==> config.mk <==
export PLATFORM = sky130hd
export DESIGN_NAME = updown_timer
export DESIGN_NICKNAME = d
export VERILOG_FILES = /design/src/rtl/timer_pkg.sv /design/src/rtl/tmr_prescaler.sv /design/src/rtl/tmr_counter.sv /design/src/rtl/tmr_flags.sv /design/src/rtl/updown_timer.sv
export SDC_FILE = /design/constraint.sdc
export NUM_CORES = 1
export LEC_CHECK = 0
export ABC_AREA = 0
export ABC_CLOCK_PERIOD_IN_PS = 7060
export BUFFER_PORTS_ARGS = -buffer_cell sky130_fd_sc_hd__buf_2
export CAP_MARGIN = 20
export CELL_PAD_IN_SITES_DETAIL_PLACEMENT = 1
export CELL_PAD_IN_SITES_GLOBAL_PLACEMENT = 2
export CORE_MARGIN = 1.5
export CORE_UTILIZATION = 39
export CTS_BUF_LIST = sky130_fd_sc_hd__clkbuf_16
export CTS_CLUSTER_DIAMETER = 120
export DETAILED_ROUTE_END_ITERATION = 16
export GPL_TIMING_DRIVEN = 0
export PLACE_DENSITY = 0.82
export SETUP_SLACK_MARGIN = 0.15
export SYNTH_ARGS = -nofsm -noshare
export SYNTH_HDL_FRONTEND = slang
export SYNTH_HIERARCHICAL = 1
export SYNTH_SLANG_ARGS = --single-unit
==> constraint.sdc <==
create_clock -name clk -period 7.06 [get_ports clk]
set_input_delay 1.059 -clock clk [delete_from_list [all_inputs] [get_ports clk]]
set_output_delay 1.059 -clock clk [all_outputs]
set_load 0.02 [all_outputs]
==> src/rtl/timer_pkg.sv <==
package timer_pkg;
  typedef enum logic [1:0] {
    SEL_LIMIT = 2'd0,
    SEL_PSC   = 2'd1,
    SEL_COUNT = 2'd2,
    SEL_CTRL  = 2'd3
  } reg_sel_e;

  localparam int CTRL_DIR_BIT = 0;
  localparam int CTRL_MODE_LO = 1;
  localparam int CTRL_MODE_HI = 2;
  localparam int CTRL_UIE_BIT = 3;
endpackage

==> src/rtl/tmr_prescaler.sv <==
module tmr_prescaler #(
  parameter int PW = 16
) (
  input  logic          clk,
  input  logic          rst,
  input  logic          en,
  input  logic [PW-1:0] psc,
  output logic          tick
);
  logic [PW-1:0] phase_q;

  assign tick = en && (phase_q >= psc);

  always_ff @(posedge clk) begin
    if (rst || !en) phase_q <= '0;
    else if (tick)  phase_q <= '0;
    else            phase_q <= phase_q + 1'b1;
  end

  // a divided tick is never followed directly by another tick
  p_tick_gap_r5: assert property (@(posedge clk) disable iff (rst)
    (tick && psc != '0) |=> (!tick || psc == '0));
endmodule

==> src/rtl/tmr_counter.sv <==
module tmr_counter #(
  parameter int W = 16
) (
  input  logic         clk,
  input  logic         rst,
  input  logic         tick,
  input  logic         center,
  input  logic         dir_down,
  input  logic [W-1:0] limit,
  input  logic         ld,
  input  logic [W-1:0] ld_val,
  input  logic         phase_clr,
  output logic [W-1:0] cnt,
  output logic         ev,
  output logic         upd
);
  logic         falling_q;
  logic [W-1:0] cnt_n;
  logic         falling_n;

  always_comb begin
    cnt_n     = cnt;
    falling_n = falling_q;
    ev        = 1'b0;
    if (ld) begin
      cnt_n = ld_val;
    end else if (tick) begin
      if (center) begin
        if (limit == '0) begin
          cnt_n = '0; falling_n = 1'b0; ev = 1'b1;
        end else if (!falling_q) begin
          if (cnt >= limit) begin
            cnt_n = cnt - 1'b1; falling_n = 1'b1; ev = 1'b1;
          end else begin
            cnt_n = cnt + 1'b1;
          end
        end else begin
          if (cnt == '0) begin
            cnt_n = {{(W-1){1'b0}}, 1'b1}; falling_n = 1'b0; ev = 1'b1;
          end else begin
            cnt_n = cnt - 1'b1;
          end
        end
      end else if (dir_down) begin
        if (cnt == '0) begin
          cnt_n = limit; ev = 1'b1;
        end else begin
          cnt_n = cnt - 1'b1;
        end
      end else begin
        if (cnt >= limit) begin
          cnt_n = '0; ev = 1'b1;
        end else begin
          cnt_n = cnt + 1'b1;
        end
      end
    end
    if (phase_clr) falling_n = 1'b0;
  end

  always_ff @(posedge clk) begin
    if (rst) begin
      cnt       <= '0;
      falling_q <= 1'b0;
      upd       <= 1'b0;
    end else begin
      cnt       <= cnt_n;
      falling_q <= falling_n;
      upd       <= ev;
    end
  end

  p_up_wrap_r2: assert property (@(posedge clk) disable iff (rst)
    (tick && !ld && !center && !dir_down && cnt >= limit) |=> (cnt == '0 && upd));
  p_down_reload_r3: assert property (@(posedge clk) disable iff (rst)
    (tick && !ld && !center && dir_down && cnt == '0) |=> (cnt == $past(limit) && upd));
  p_center_top_r4: assert property (@(posedge clk) disable iff (rst)
    (tick && !ld && center && limit != '0 && !falling_q && cnt >= limit)
      |=> (upd && cnt == $past(cnt) - 1'b1));
  p_hold_r6: assert property (@(posedge clk) disable iff (rst)
    (!tick && !ld) |=> ($stable(cnt) && !upd));
  p_load_r7: assert property (@(posedge clk) disable iff (rst)
    ld |=> (cnt == $past(ld_val) && !upd));
endmodule

==> src/rtl/tmr_flags.sv <==
module tmr_flags (
  input  logic clk,
  input  logic rst,
  input  logic ev,
  input  logic clr,
  input  logic uie,
  output logic uif,
  output logic irq
);
  always_ff @(posedge clk) begin
    if (rst) uif <= 1'b0;
    else     uif <= ev | (uif & ~clr);
  end

  assign irq = uif & uie;

  p_sticky_r8: assert property (@(posedge clk) disable iff (rst)
    (uif && !clr) |=> uif);
  p_set_wins_r8: assert property (@(posedge clk) disable iff (rst)
    ev |=> uif);
  p_clear_r8: assert property (@(posedge clk) disable iff (rst)
    (clr && !ev) |=> !uif);
endmodule

==> src/rtl/updown_timer.sv <==
module updown_timer #(
  parameter int W  = 16,
  parameter int PW = 16
) (
  input  logic         clk,
  input  logic         rst,
  input  logic         en,
  input  logic         wr_en,
  input  logic [1:0]   wr_sel,
  input  logic [W-1:0] wr_data,
  input  logic         uif_clr,
  output logic [W-1:0] count,
  output logic         update,
  output logic         uif,
  output logic         irq
);
  import timer_pkg::*;

  localparam int PSC_BITS = (PW < W) ? PW : W;

  logic [W-1:0]  limit_q;
  logic [PW-1:0] psc_q;
  logic          dir_q, uie_q;
  logic [1:0]    mode_q;
  logic          tick, ev;
  logic          wr_limit, wr_psc, wr_count, wr_ctrl;

  assign wr_limit = wr_en && (wr_sel == SEL_LIMIT);
  assign wr_psc   = wr_en && (wr_sel == SEL_PSC);
  assign wr_count = wr_en && (wr_sel == SEL_COUNT);
  assign wr_ctrl  = wr_en && (wr_sel == SEL_CTRL);

  always_ff @(posedge clk) begin
    if (rst) begin
      limit_q <= '1;
      psc_q   <= '0;
      dir_q   <= 1'b0;
      mode_q  <= 2'b00;
      uie_q   <= 1'b0;
    end else begin
      if (wr_limit) limit_q <= wr_data;
      if (wr_psc) begin
        psc_q <= '0;
        psc_q[PSC_BITS-1:0] <= wr_data[PSC_BITS-1:0];
      end
      if (wr_ctrl) begin
        dir_q  <= wr_data[CTRL_DIR_BIT];
        mode_q <= wr_data[CTRL_MODE_HI:CTRL_MODE_LO];
        uie_q  <= wr_data[CTRL_UIE_BIT];
      end
    end
  end

  tmr_prescaler #(.PW(PW)) u_psc (
    .clk(clk), .rst(rst), .en(en), .psc(psc_q), .tick(tick)
  );

  tmr_counter #(.W(W)) u_cnt (
    .clk(clk), .rst(rst), .tick(tick),
    .center(mode_q != 2'b00), .dir_down(dir_q),
    .limit(limit_q), .ld(wr_count), .ld_val(wr_data),
    .phase_clr(wr_ctrl),
    .cnt(count), .ev(ev), .upd(update)
  );

  tmr_flags u_flags (
    .clk(clk), .rst(rst), .ev(ev), .clr(uif_clr), .uie(uie_q),
    .uif(uif), .irq(irq)
  );

  // disabled timer produces no update pulse
  p_no_update_when_off_r6: assert property (@(posedge clk) disable iff (rst)
    (!en && !wr_count) |=> !update);
endmodule

* After elaboration in Yosys (flattened, before gate mapping)
Index checks and enable logic that the tools add are counted.
** Cells by class
- $add $sub $neg :: 3
- Eq/ne operators :: 3
- Reduce and logical (&&, ||, !) cells :: 15
- Mux-type cells :: 21
- Bitwise gates (word level) :: 5
- Magnitude comparators :: 2
** Operators by type and width (count)
- 2-to-1 mux 16 bit :: 10
- adder 16 x 1 -> 16 bit (second input constant) :: 2
- >= comparator 16 bit :: 2
- zero test 16 bit :: 2
- subtractor 16 x 1 -> 16 bit (second input constant) :: 1
- 2-to-1 mux 1 bit :: 11
- logical AND 1 bit :: 5
- equality test 2 bit (second input constant) :: 2
- nonzero test 2 bit :: 2
- OR reduction 2 bit :: 2
- AND reduction 3 bit :: 1
- bitwise AND 1 bit :: 2
- equality test 2 x 1 -> 1 bit (second input constant) :: 1
- zero test 2 bit :: 1
- NOT 1 bit :: 2
- zero test 1 bit :: 1
- logical OR 1 bit :: 1
- OR 1 bit :: 1
** Storage, ports and cells
- Register bits after elaboration :: 71
- Logic and storage cells :: 59

* Logic depth before layout (Yosys ltp)
- Depth after elaboration :: 8
- Gate-level depth with buffers :: 14
- Mapped depth without buffers :: 12

* Cells and area by module
Netlist, hierarchy kept.
** By module, submodules not included
- tmr_counter :: instances 1, seq. area each 360.3 µm², area each 2399.8 µm², cells an instance 343
- updown_timer :: instances 1, seq. area each 720.7 µm², area each 1541.5 µm², cells an instance 157
- tmr_prescaler :: instances 1, seq. area each 320.3 µm², area each 1179.9 µm², cells an instance 137
- tmr_flags :: instances 1, seq. area each 20.0 µm², area each 45.0 µm², cells an instance 5

* Worst setup path before layout
OpenSTA, ideal clock, no wires.
- Path kind :: register to register
- Start :: register u_cnt.cnt[0]
- End :: register u_cnt.cnt[11]
- Period minus slack after synthesis :: 3.067 ns
- Library setup time :: 0.132 ns
- Data arrival time :: 2.935 ns
- Slack :: 3.993 ns
- Stages on the path, launching flop included :: 11
- Buffers on the path :: 0
- Data required time :: 6.928 ns
- Path through :: dfxtp_1 -> inv_1 -> ha_1 -> nand2b_4 -> a2111o_1 -> a221o_1 -> a211oi_4 -> mux2i_1 -> xnor2_1 -> a2111oi_0 -> nor3_1
** Between the ends
- Word-level cells in the longest chain between the ends :: 7
- Elaborated cells on any way between the ends :: 14
- Classes of those cells :: add/sub: 2; order compare: 1; mux: 10; reduce/logical: 1
** Ends and longest elaborated chain
- start, declared :: RTL line tmr_counter.sv:13 : output logic [W-1:0] cnt,
- start signal, assigned :: RTL line tmr_counter.sv:67 : cnt <= cnt_n;
- adder 16 x 1 -> 16 bit, or another cell as far along :: RTL line tmr_counter.sv:35, tmr_counter.sv:54
- 2-to-1 mux 16 bit, on equally long branches :: RTL line tmr_counter.sv:32, tmr_counter.sv:38
- 2-to-1 mux 16 bit :: RTL line tmr_counter.sv:31 : end else if (!falling_q) begin
- 2-to-1 mux 16 bit :: RTL line tmr_counter.sv:29 : if (limit == '0) begin
- 2-to-1 mux 16 bit * :: RTL line tmr_counter.sv:28 : if (center) begin
- 2-to-1 mux 16 bit * :: RTL line tmr_counter.sv:27 : end else if (tick) begin
- 2-to-1 mux 16 bit * :: RTL line tmr_counter.sv:25 : if (ld) begin
Every way passes the cells marked *; elsewhere a longest branch is shown, timed or not. The select of a mux whose other input is x is not followed.
A chain may end at the register's enable or synchronous reset.

* Worst setup path in the final report
- Start :: register psc_q[15]
- End :: register u_cnt.falling_q
** Between the ends
- Word-level cells in the longest chain between the ends :: 3
** Ends and longest elaborated chain
- start, declared :: RTL line updown_timer.sv:22 : logic [PW-1:0] psc_q;
- start signal, assigned by index :: RTL line updown_timer.sv:44 : psc_q[PSC_BITS-1:0] <= wr_data[PSC_BITS-1:0];
- >= comparator 16 bit :: RTL line tmr_prescaler.sv:12 : assign tick = en && (phase_q >= psc);
- logical AND 1 bit :: RTL line tmr_prescaler.sv:12
- via tick :: RTL line updown_timer.sv:25 : logic tick, ev;
- AND reduction 3 bit (no source line)
- end signal, assigned :: RTL line tmr_counter.sv:68 : falling_q <= falling_n;
- end, declared :: RTL line tmr_counter.sv:17 : logic falling_q;
The timed path passes the listed nets, and every way through them passes these cells.

==> reports/qor.txt <==
Clk buf depth - 2
Antenna violations before repair - 0
Fmax achieved - 0.269 GHz
Util after Layout - 0.463
WP data arrival - 3.99 ns
Max H-tree Level - 3
Setup bufs post-CTS - 0
Crit. End Element - flip-flop
R2R depth - 13
Synth Register Bits - 71
Rel. slew slack - 0.473
CP cell instances - inv_1, ha_1, nand4_1, or2_2, o21ai_1, o31a_1, clkbuf_1, nand2b_1, clkbuf_1, or3_1, a21oi_1, a21oi_1, nor3_1
Latest clock arrival within the worst-skew pair - 0.34 ns
Critical Path End - u_cnt/falling_q
Top cells by area, synth - dfxtp_1 28%, ha_1 8.7%, mux2i_1 7.9%
First-pass GRT wire length - 28300 µm
Inst Count DP - 855
Fillers - 1581
Clock slew at the register clock pins of the worst setup and hold paths - 0.06 ns
Outcome - complete, no violations
DR iter-0 viols - 313
Syn_nets - 701
Antenna-violating nets left - 0
Synth Warn # - 6
Grt total ovfl - 0
First-pass iteration count of the detailed router - 4
Seq/Total Area, Yosys - 0.275
Static Leakage - 2.51 nW
Starting density of the core - 0.404
Num rows - 41
DR WL/cell - 20.5 µm
Layout cells sized above 1 - 0.133
# setup viols final - 0
Worst flop-to-flop path startpoint - psc_q[15]
Leading area contributor after synthesis - dfxtp_1
Max FO, Critical Path - 9
Avg Cell Area, Syn - 8.05 µm²
R2R Setup Slk - 3.34 ns
Setup CP Type - flip-flop to flip-flop
DP Wirelength - 13600 µm
Core Region - 12800 µm²
Sum Neg Setup Slack - 0 ns
Max_cap viols - 0
Mapped Area - 5170 µm²
Worst hold-check path type - flip-flop to flip-flop
RSZ-0062 raised after global routing - no
GPL Wtd Cong - 0.907
CTS tree - done
Post-synth ARST share - 0
Worst-Margin Slew - 0.784 ns
Worst endpoint required time - 7.32 ns
Worst Setup Start Kind - flip-flop
Total die area - 13900 µm²
Pwr/cell area - 216 nW/µm²
Largest net degree at the start of global routing - 15
Via count - 4992
Post_cts resized - 0
Most frequent cell after synthesis - dfxtp_1
CTS root buf - clkbuf_16
Synth top area share - 0.275
CTS hold repair buffers - 0
Synth top cells by count - 71 x dfxtp_1, 64 x nor2_1, 45 x inv_1
Drt drc - 0
Area delta synth->final - 14.5%
Number of I/O pins - 42
Syn Inst Count - 642
# diodes - 0
Critical-path top delay cell - o21ai_1
Post-synth EDFFs - 0
Port bufs - 41
Worst r2r dst - u_cnt/falling_q
Fin crit share - 0.528
Slew Viols, Final - 0
Vias/cell - 5.73
Final Critical Period - 3.72 ns
CP startpoint - psc_q[15]
Non-filler cells, final - 871
Synth Flop Type - dfxtp_1
IR drop worst, VDD - 0.0000898 V
Total track usage - 0.260
Chip width - 118 µm
Routed wire length - 17800 µm
Clock sink total - 71
Die height - 118 µm
Final hold violation count - 0
CTS buffer count - 9
Layout Skew - 0.00818 ns
Netlist cell types - 68
CP peak stage delay - 0.49 ns
Nets@finish - 753
Vias in the first global route - 5080
-- layout make-up --
cell class,instances,area (µm²),area share
Sequential cell,71,1420,0.240
Buffer,38,241,0.0408
Clock buffer,9,225,0.0381
Multi-Input combinational cell,487,3330,0.563
Inverter,46,173,0.0292
Clock inverter,7,103,0.0173
Tap cell,172,215,0.0364
Timing Repair Buffer,41,205,0.0347
-- per-stage QoR --
stage	worst slack [ns]	power, mW	hold WS, ns	area (µm²)
floorplan	3.99	0.671	0.447	5170
global placement	3.48	0.762	0.461	5590
detailed placement	3.39	0.772	0.467	5590
CTS	3.35	1.29	0.481	5910
global route	3.17	1.34	0.504	5910
finish	3.34	1.28	0.476	5910
-- metal layers --
metal  GRT usage  vias up  routed length (µm)
li1            -     2377                   -
met1       0.374     2447                8670
met2       0.407      149                8030
met3      0.0305       19                 890
met4      0.0739        0                 245
met5           0        -                   0
-- layout by cell type, fill, tap and decap left out, types with 3 or more instances in the layout --
cell type  Yosys  layout
xor2_1        12      12
a21oi_1       34      34
or2_2          4       4
nand2b_1      42      42
clkbuf_16      1      10
nor3_1        21      21
nor2_1        64      64
nand4_1       12      12
or3_1          5       5
nor3b_1        4       4
nand3_1       15      15
mux2i_1       41      41
a21o_1         5       5
clkbuf_1      21      21
buf_2          6      47
ha_1          36      36
buf_6          6       6
o21ai_1       16      16
xnor2_1       21      21
a211oi_1       5       5
inv_1         45      45
nor4_1        24      24
o211ai_1       3       3
or4_1          4       4
o221ai_1       3       3
o21ai_0       14      14
a21oi_2        3       3
and3_1         8       8
o31ai_1        3       3
nand2_1       40      40
a2111oi_0      3       3
dfxtp_1       71      71
-- sequential cells by signal, indices dropped and copies added, names as in the netlist --
signal,cells
limit_q,16
psc_q,16
u_cnt/cnt,16
u_psc/phase_q,16
mode_q,2
dir_q,1
u_cnt/falling_q,1
u_cnt/upd,1
u_flags/uif,1
uie_q,1
-- kinds of logic (layout without fill, tap and decap cells) --
logic type,Yosys count,after routing,share of synthesized area
mux,43,43,0.0838
flops,71,71,0.275
compound gates,113,113,0.147
xor+xnor,33,33,0.0559
buf+inv,84,141,0.0802
simple gates,262,262,0.271
fa+ha+maj,36,36,0.0872
-- worst min-delay path by stage --
stage          cells past startpoint       from   endpoint
2_1_floorplan                      2  mode_q[0]  mode_q[0]
3_3_place_gp                       2  psc_q[15]  psc_q[15]
3_5_place_dp                       2  psc_q[11]  psc_q[11]
4_1_cts                            2  psc_q[11]  psc_q[11]
5_1_grt                            2  psc_q[13]  psc_q[13]
6_report                           2  psc_q[11]  psc_q[11]
-- power breakdown --
group / internal [mW] / total, mW / switching, mW
registers: 0.419 / 0.444 / 0.0251
logic: 0.121 / 0.327 / 0.206
clock network: 0.313 / 0.507 / 0.194
total: 0.853 / 1.28 / 0.425
-- worst max-delay path, delay by kind of cell, from the launching register on --
family                   cells  cell delay (ns)
adder cells (fa/ha/maj)      1             0.32
flip-flops                   1             0.33
AO/OA/AOI/OAI                4             0.91
buffers and inverters        3             0.82
AND/OR/NAND/NOR              5             1.25
No activity file was read; power rests on OpenSTA's default activity.
